--- src/rtl/ring_addr_pkg.sv ---
package ring_addr_pkg;
  // strobes from control to datapath
  typedef struct packed {
    logic capture;  // latch address and slots
    logic req;      // drive a memory request next cycle
    logic we;       // that request is a write
    logic tick;     // end of sample, step the ring counter
  } strobe_t;
endpackage

--- src/rtl/ring_addr_ctrl.sv ---
module ring_addr_ctrl
  import ring_addr_pkg::*;
(
  input  logic    clk,
  input  logic    rstN,
  input  logic    stepValid,
  input  logic    stepOdd,
  input  logic    wantRead,
  input  logic    wantWrite,
  input  logic    sampleEnd,
  output logic    stepReady,
  output strobe_t strobe
);
  logic pendRead;
  logic accept;
  logic memStep;

  assign stepReady = !pendRead;
  assign accept    = stepValid && stepReady;
  assign memStep   = accept && stepOdd;

  always_comb begin
    strobe.capture = accept;
    strobe.req     = (memStep && (wantRead || wantWrite)) || pendRead;
    strobe.we      = memStep && wantWrite;
    strobe.tick    = sampleEnd;
  end

  always_ff @(posedge clk) begin
    if (!rstN) pendRead <= 1'b0;
    else       pendRead <= memStep && wantRead && wantWrite;
  end
endmodule

--- src/rtl/ring_addr_dp.sv ---
module ring_addr_dp
  import ring_addr_pkg::*;
#(
  parameter int WORD_W = 16,
  parameter int OFS_W  = 12,
  parameter int MEM_AW = 21,
  parameter int STEP_W = 7,
  localparam int CT_W  = WORD_W + 1,
  localparam int SUM_W = WORD_W + 3
) (
  input  logic              clk,
  input  logic              rstN,
  input  strobe_t           strobe,
  input  logic [STEP_W-1:0] stepIdx,
  input  logic              addOfs,
  input  logic              nextAddr,
  input  logic              tableMode,
  input  logic [WORD_W-1:0] baseAddr,
  input  logic [WORD_W-1:0] adrsOfs,
  input  logic [WORD_W-1:0] ringMask,
  input  logic [MEM_AW-1:0] ringBase,
  output logic              memReq,
  output logic              memWe,
  output logic [MEM_AW-1:0] memAddr,
  output logic [1:0]        rdSlot,
  output logic [1:0]        copySlot,
  output logic [CT_W-1:0]   ringCount
);
  logic [SUM_W-1:0]  wordSum;
  logic [SUM_W-1:0]  ringSum;
  logic [WORD_W-1:0] wordAddr;
  logic [MEM_AW-1:0] byteAddr;
  logic [CT_W-1:0]   countNext;

  always_comb begin
    wordSum = SUM_W'(baseAddr)
            + (addOfs ? SUM_W'(adrsOfs[OFS_W-1:0]) : '0)
            + SUM_W'(nextAddr);
    ringSum = wordSum + SUM_W'(ringCount);
    if (tableMode) wordAddr = wordSum[WORD_W-1:0];
    else           wordAddr = ringSum[WORD_W-1:0] & ringMask;
    byteAddr = MEM_AW'({wordAddr, 1'b0}) + ringBase;
  end

  always_comb begin
    if (ringCount <= CT_W'(1)) countNext = {1'b0, ringMask} + CT_W'(1);
    else                       countNext = ringCount - CT_W'(1);
  end

  always_ff @(posedge clk) begin
    if (!rstN) begin
      memReq    <= 1'b0;
      memWe     <= 1'b0;
      memAddr   <= '0;
      rdSlot    <= '0;
      copySlot  <= '0;
      ringCount <= '0;
    end else begin
      memReq <= strobe.req;
      memWe  <= strobe.we;
      if (strobe.capture) begin
        memAddr  <= byteAddr;
        rdSlot   <= stepIdx[1:0] + 2'd2;
        copySlot <= stepIdx[1:0];
      end
      if (strobe.tick) ringCount <= countNext;
    end
  end
endmodule

--- src/rtl/ring_addr_gen.sv ---
module ring_addr_gen
  import ring_addr_pkg::*;
#(
  parameter int WORD_W = 16,
  parameter int OFS_W  = 12,
  parameter int MEM_AW = 21,
  parameter int STEP_W = 7,
  localparam int CT_W  = WORD_W + 1
) (
  input  logic              clk,
  input  logic              rstN,
  input  logic              stepValid,
  output logic              stepReady,
  input  logic [STEP_W-1:0] stepIdx,
  input  logic              wantRead,
  input  logic              wantWrite,
  input  logic              addOfs,
  input  logic              nextAddr,
  input  logic              tableMode,
  input  logic [WORD_W-1:0] baseAddr,
  input  logic [WORD_W-1:0] adrsOfs,
  input  logic [WORD_W-1:0] ringMask,
  input  logic [MEM_AW-1:0] ringBase,
  input  logic              sampleEnd,
  output logic              memReq,
  output logic              memWe,
  output logic [MEM_AW-1:0] memAddr,
  output logic [1:0]        rdSlot,
  output logic [1:0]        copySlot,
  output logic [CT_W-1:0]   ringCount
);
  strobe_t strobe;

  ring_addr_ctrl u_ctrl (
    .clk(clk), .rstN(rstN), .stepValid(stepValid), .stepOdd(stepIdx[0]),
    .wantRead(wantRead), .wantWrite(wantWrite), .sampleEnd(sampleEnd),
    .stepReady(stepReady), .strobe(strobe)
  );

  ring_addr_dp #(.WORD_W(WORD_W), .OFS_W(OFS_W), .MEM_AW(MEM_AW), .STEP_W(STEP_W)) u_dp (
    .clk(clk), .rstN(rstN), .strobe(strobe), .stepIdx(stepIdx),
    .addOfs(addOfs), .nextAddr(nextAddr), .tableMode(tableMode),
    .baseAddr(baseAddr), .adrsOfs(adrsOfs), .ringMask(ringMask), .ringBase(ringBase),
    .memReq(memReq), .memWe(memWe), .memAddr(memAddr),
    .rdSlot(rdSlot), .copySlot(copySlot), .ringCount(ringCount)
  );
endmodule

--- config.mk ---
export PLATFORM = sky130hd
export DESIGN_NAME = ring_addr_gen
export DESIGN_NICKNAME = d
export VERILOG_FILES = /design/src/rtl/ring_addr_pkg.sv /design/src/rtl/ring_addr_ctrl.sv /design/src/rtl/ring_addr_dp.sv /design/src/rtl/ring_addr_gen.sv
export SDC_FILE = /design/constraint.sdc
export NUM_CORES = 1
export LEC_CHECK = 0
export BUFFER_PORTS_ARGS = -buffer_cell sky130_fd_sc_hd__buf_2
export CORE_MARGIN = 2
export CORE_UTILIZATION = 54
export DETAILED_ROUTE_END_ITERATION = 16
export GPL_TIMING_DRIVEN = 0
export PLACE_DENSITY_LB_ADDON = 0.1
export SYNTH_ARGS = -nofsm -noshare
export SYNTH_HDL_FRONTEND = slang
export SYNTH_SLANG_ARGS = --single-unit
--- constraint.sdc ---
create_clock -name clk -period 7 [get_ports clk]
set_input_delay 1.05 -clock clk [delete_from_list [all_inputs] [get_ports clk]]
set_output_delay 1.05 -clock clk [all_outputs]
set_load 0.02 [all_outputs]
==> reports/results.tsv <==
stage	metric	value	unit
final_layout	final instance area	5480	µm²
timing	Slew headroom	44.9	%
floorplanning	num rows	33	
drt	routed vias	4940	
drt	final wirelength	13400	µm
synthesis	Post-Syn Instances	630	
synthesis	number of flops mapped to enable cells by yosys	0	
timing	Hold Fails Final Rpt	0	
hold_path	hold path start	u_dp.memAddr[9]$_SDFFE_PN0P_	
clock_tree	CTS Buffer Depth	2	
floorplanning	die area	9310	µm²
hold_path	WHS Path Cells	2	
synthesis	Post-synth top cells	94 x nand2_1, 59 x a21oi_1, 45 x ha_1	
floorplanning	Die X	96.5	µm
synthesis	Ys Warns	0	
timing	setup ws final	0.428	ns
synthesis	Synth Flop Type	dfxtp_1	
flow_run	max-cap viol count	0	
pwr	switch share	48.7	%
global_routing	initial antenna violation count	0	
final_layout	Util after Layout	66.3	%
critical_path	critical path's slowest cell	a2111oi_0	
outcome	run status	completed	
synthesis	mapped cell area	4620	µm²
timing	unrepaired setup endpoints after global routing	no	
pwr	maximum VDD drop	0.125	mV
clock_tree	CTS tree	built	
hold_path	Hold EP	u_dp.memAddr[9]$_SDFFE_PN0P_	
critical_path	r2r setup slk	2.40	ns
synthesis	Async S/R FF share, synth	0	%
drt	Residual DRC	0	
synthesis	sequential area share after synthesis	19.1	%
global_routing	vias in the first global route	4551	
drt	Routed Antenna Nets	0	
clock_tree	Post-CTS Resized	0	
critical_path	FF-to-FF End	u_dp.memAddr[20]$_SDFFE_PN0P_	
clock_tree	hold buffers post-CTS	0	
floorplanning	Ports	130	
timing	min Tclk post-route	6.57	ns
critical_path	delay-heaviest family, CP	compound AO/OA/AOI/OAI gates	
place	port bufs	119	
timing	WHS	0.453	ns
clock_tree	H-Tree Depth	2	
critical_path	WS Path Type	input port to flip-flop	
clock_tree	clk sinks	44	
critical_path	critical-path maximum fanout	10	
pwr	Design Power	1.91	mW
final_layout	Filler cells	769	
clock_tree	Post CTS Setup Buffer Count	0	
drt	Iter 0 DRT Violations	272	
synthesis	Synth Area per Inst	7.33	µm²
critical_path	Req. time, crit path	7.16	ns
critical_path	WP data arrival	6.73	ns
final_layout	Antenna Cells	0	
place	area post-placement	5340	µm²
pwr	Seq pwr share	20.8	%
pwr	switching pwr	932	µW
global_routing	largest net degree at the start of global routing	14	
clock_tree	CTS Buf Count	5	
global_routing	first-pass GRT wire length	20900	µm
timing	Slew @ Worst Pin	0.806	ns
global_routing	total gr overflow	0	
drt	drt pass-1 iters	5	
critical_path	reg2reg path depth	16	
pwr	combinational share of power	67.1	%
final_layout	share of cells above drive strength 1	18.8	%
synthesis	top cells by area, synth	dfxtp_1 19%, ha_1 12%, nand2_1 7.6%, xnor2_1 6.6%, a21oi_1 6.4%	
synthesis	synthesized net count	764	
synthesis	count leader, synth	nand2_1	
timing	Layout Skew	0.00699	ns
timing	setup tns final	0	ns
clock_tree	Reg clk slew, reported paths	0.08	ns
clock_tree	Root Driver	clkbuf_8	
final_layout	final net count	890	
floorplanning	die height	96.5	µm
final_layout	Multi-input gate area	3550	µm²
timing	Final Setup Violations	0	
place	placed wire-length estimate	11000	µm
pwr	cell internal pwr	980	µW
critical_path	RR Startpoint	u_dp.ringCount[0]$_SDFFE_PN0P_	
synthesis	Yosys cell types	60	
pwr	clock network power share	12.1	%
floorplanning	Starting Density	55.9	%
place	placed insts	854	
timing	final-report max-slew violation count	0	
hold_path	worst min-delay path category	flip-flop to flip-flop	
place	RD Place Congestion	0.919	
drt	vias per cell	5.74	
clock_tree	worst skew pair latency	0.30	ns
synthesis	Seq cells post-synth	44	
critical_path	Worst setup EP type	flip-flop	
place	post-place setup slack	0.0115	ns
final_layout	final std cells w/o fill	861	
pwr	Pleak	2.59	nW
floorplanning	Core Footprint	8260	µm²
timing	Peak Freq	152	MHz
critical_path	slowest stage delay, CP	0.77	ns
final_layout	area grow syn2layout	18.6	%
pwr	Power Dens Cells	349	nW/µm²
critical_path	Critical Path Start Type	input port	
synthesis	post-synth top area cell	dfxtp_1	
synthesis	Yosys top cell area share	19.1	%
critical_path	CP bufs+invs	2	
drt	Wirelength per Cell	15.5	µm
timing	period utilization	93.9	%
global_routing	GRT Overall Usage	28.7	%
final_layout	register area	881	µm²
## logic make-up (layout without fill, tap and decap cells)
family	count (synthesis)	count (layout)	share of synthesized area, %
and+or+nand+nor	227	227	23.4
xor gates and xnor gates	55	55	10.4
buffers and inverters	43	169	4.04
AOI/OAI and AO/OA	205	205	27.6
muxes	7	7	1.54
DFF	44	44	19.1
adders and majority gates	49	49	13.9
## worst max-delay path by stage
| stage | start | to | slack (ns) | cells past startpoint |
|---|---|---|---|---|
| finish | addOfs | u_dp.memAddr[20]$_SDFFE_PN0P_ | 0.43 | 26 |
| global route | addOfs | u_dp.memAddr[20]$_SDFFE_PN0P_ | 0.04 | 26 |
| CTS | addOfs | u_dp.memAddr[19]$_SDFFE_PN0P_ | 0.32 | 28 |
| detailed placement | addOfs | u_dp.memAddr[19]$_SDFFE_PN0P_ | 0.01 | 28 |
| global placement | addOfs | u_dp.memAddr[19]$_SDFFE_PN0P_ | 0.23 | 28 |
| floorplan | addOfs | u_dp.memAddr[19]$_SDFFE_PN0P_ | 1.09 | 27 |
## sequential cells by signal (all words and copies together) (netlist names)
signal           flops
u_dp.rdSlot          1
u_ctrl.pendRead      1
u_dp.memAddr        21
u_dp.copySlot        2
u_dp.memWe           1
u_dp.memReq          1
u_dp.ringCount      17
## layout make-up
cell class	instances	area share [%]
Timing Repair Buffer	119	10.9
Clock inverter	2	1.10
Clock buffer	5	1.26
Sequential cell	44	16.1
Tap cell	105	2.40
Inverter	20	1.37
Multi-Input combinational cell	543	64.9
Buffer	23	2.03
## cells in the final DEF, fill, tap and decap left out, types with 4 or more instances in the layout
cell type / instances
a211oi_1: 9
a21o_1: 20
a21oi_1: 58
a221oi_1: 4
a22o_1: 5
a31oi_1: 7
and2_1: 14
and3_1: 8
buf_2: 121
clkbuf_1: 16
clkbuf_8: 5
dfxtp_1: 44
fa_1: 4
ha_1: 45
inv_1: 19
mux2i_1: 6
nand2_1: 94
nand2b_1: 5
nand3_1: 16
nor2_1: 44
nor2b_1: 9
nor3_1: 15
o211ai_1: 7
o21a_1: 7
o21ai_0: 44
o21ai_1: 13
o31ai_1: 6
xnor2_1: 35
xor2_1: 20
## metal layers
| layer | vias up | GRT usage, % | routed length (µm) |
|---|---|---|---|
| met1 | 2253 | 35.5 | 5860 |
| met4 | 0 | 8.22 | 184 |
| met3 | 11 | 2.87 | 738 |
| li1 | 2522 | - | - |
| met5 | - | 0 | 0 |
| met2 | 154 | 52.7 | 6590 |
## power by group through the flow
stage	Clock [mW]	Sequential (mW)	Combinational (mW)
2_1_floorplan	0	0.456	0.898
3_3_place_gp	0	0.400	1.24
3_5_place_dp	0	0.401	1.26
4_1_cts	0.234	0.395	1.27
5_1_grt	0.244	0.409	1.42
6_report	0.232	0.398	1.28
## worst reg2reg max path, cell delays in order, from the launching register on
cell and delay (ns):
dfxtp_1 0.42, ha_1 0.29, fa_1 0.41, a21o_1 0.17
a21oi_1 0.28, o21a_1 0.23, nor3_1 0.10, nor2_1 0.13
xnor2_1 0.07, a22o_1 0.22, ha_1 0.38, nand2_1 0.18
a2111oi_0 0.77, nor3_1 0.18, o21ai_0 0.32, mux2i_1 0.22
o22ai_1 0.09
Power figures use the tool's default switching activity.
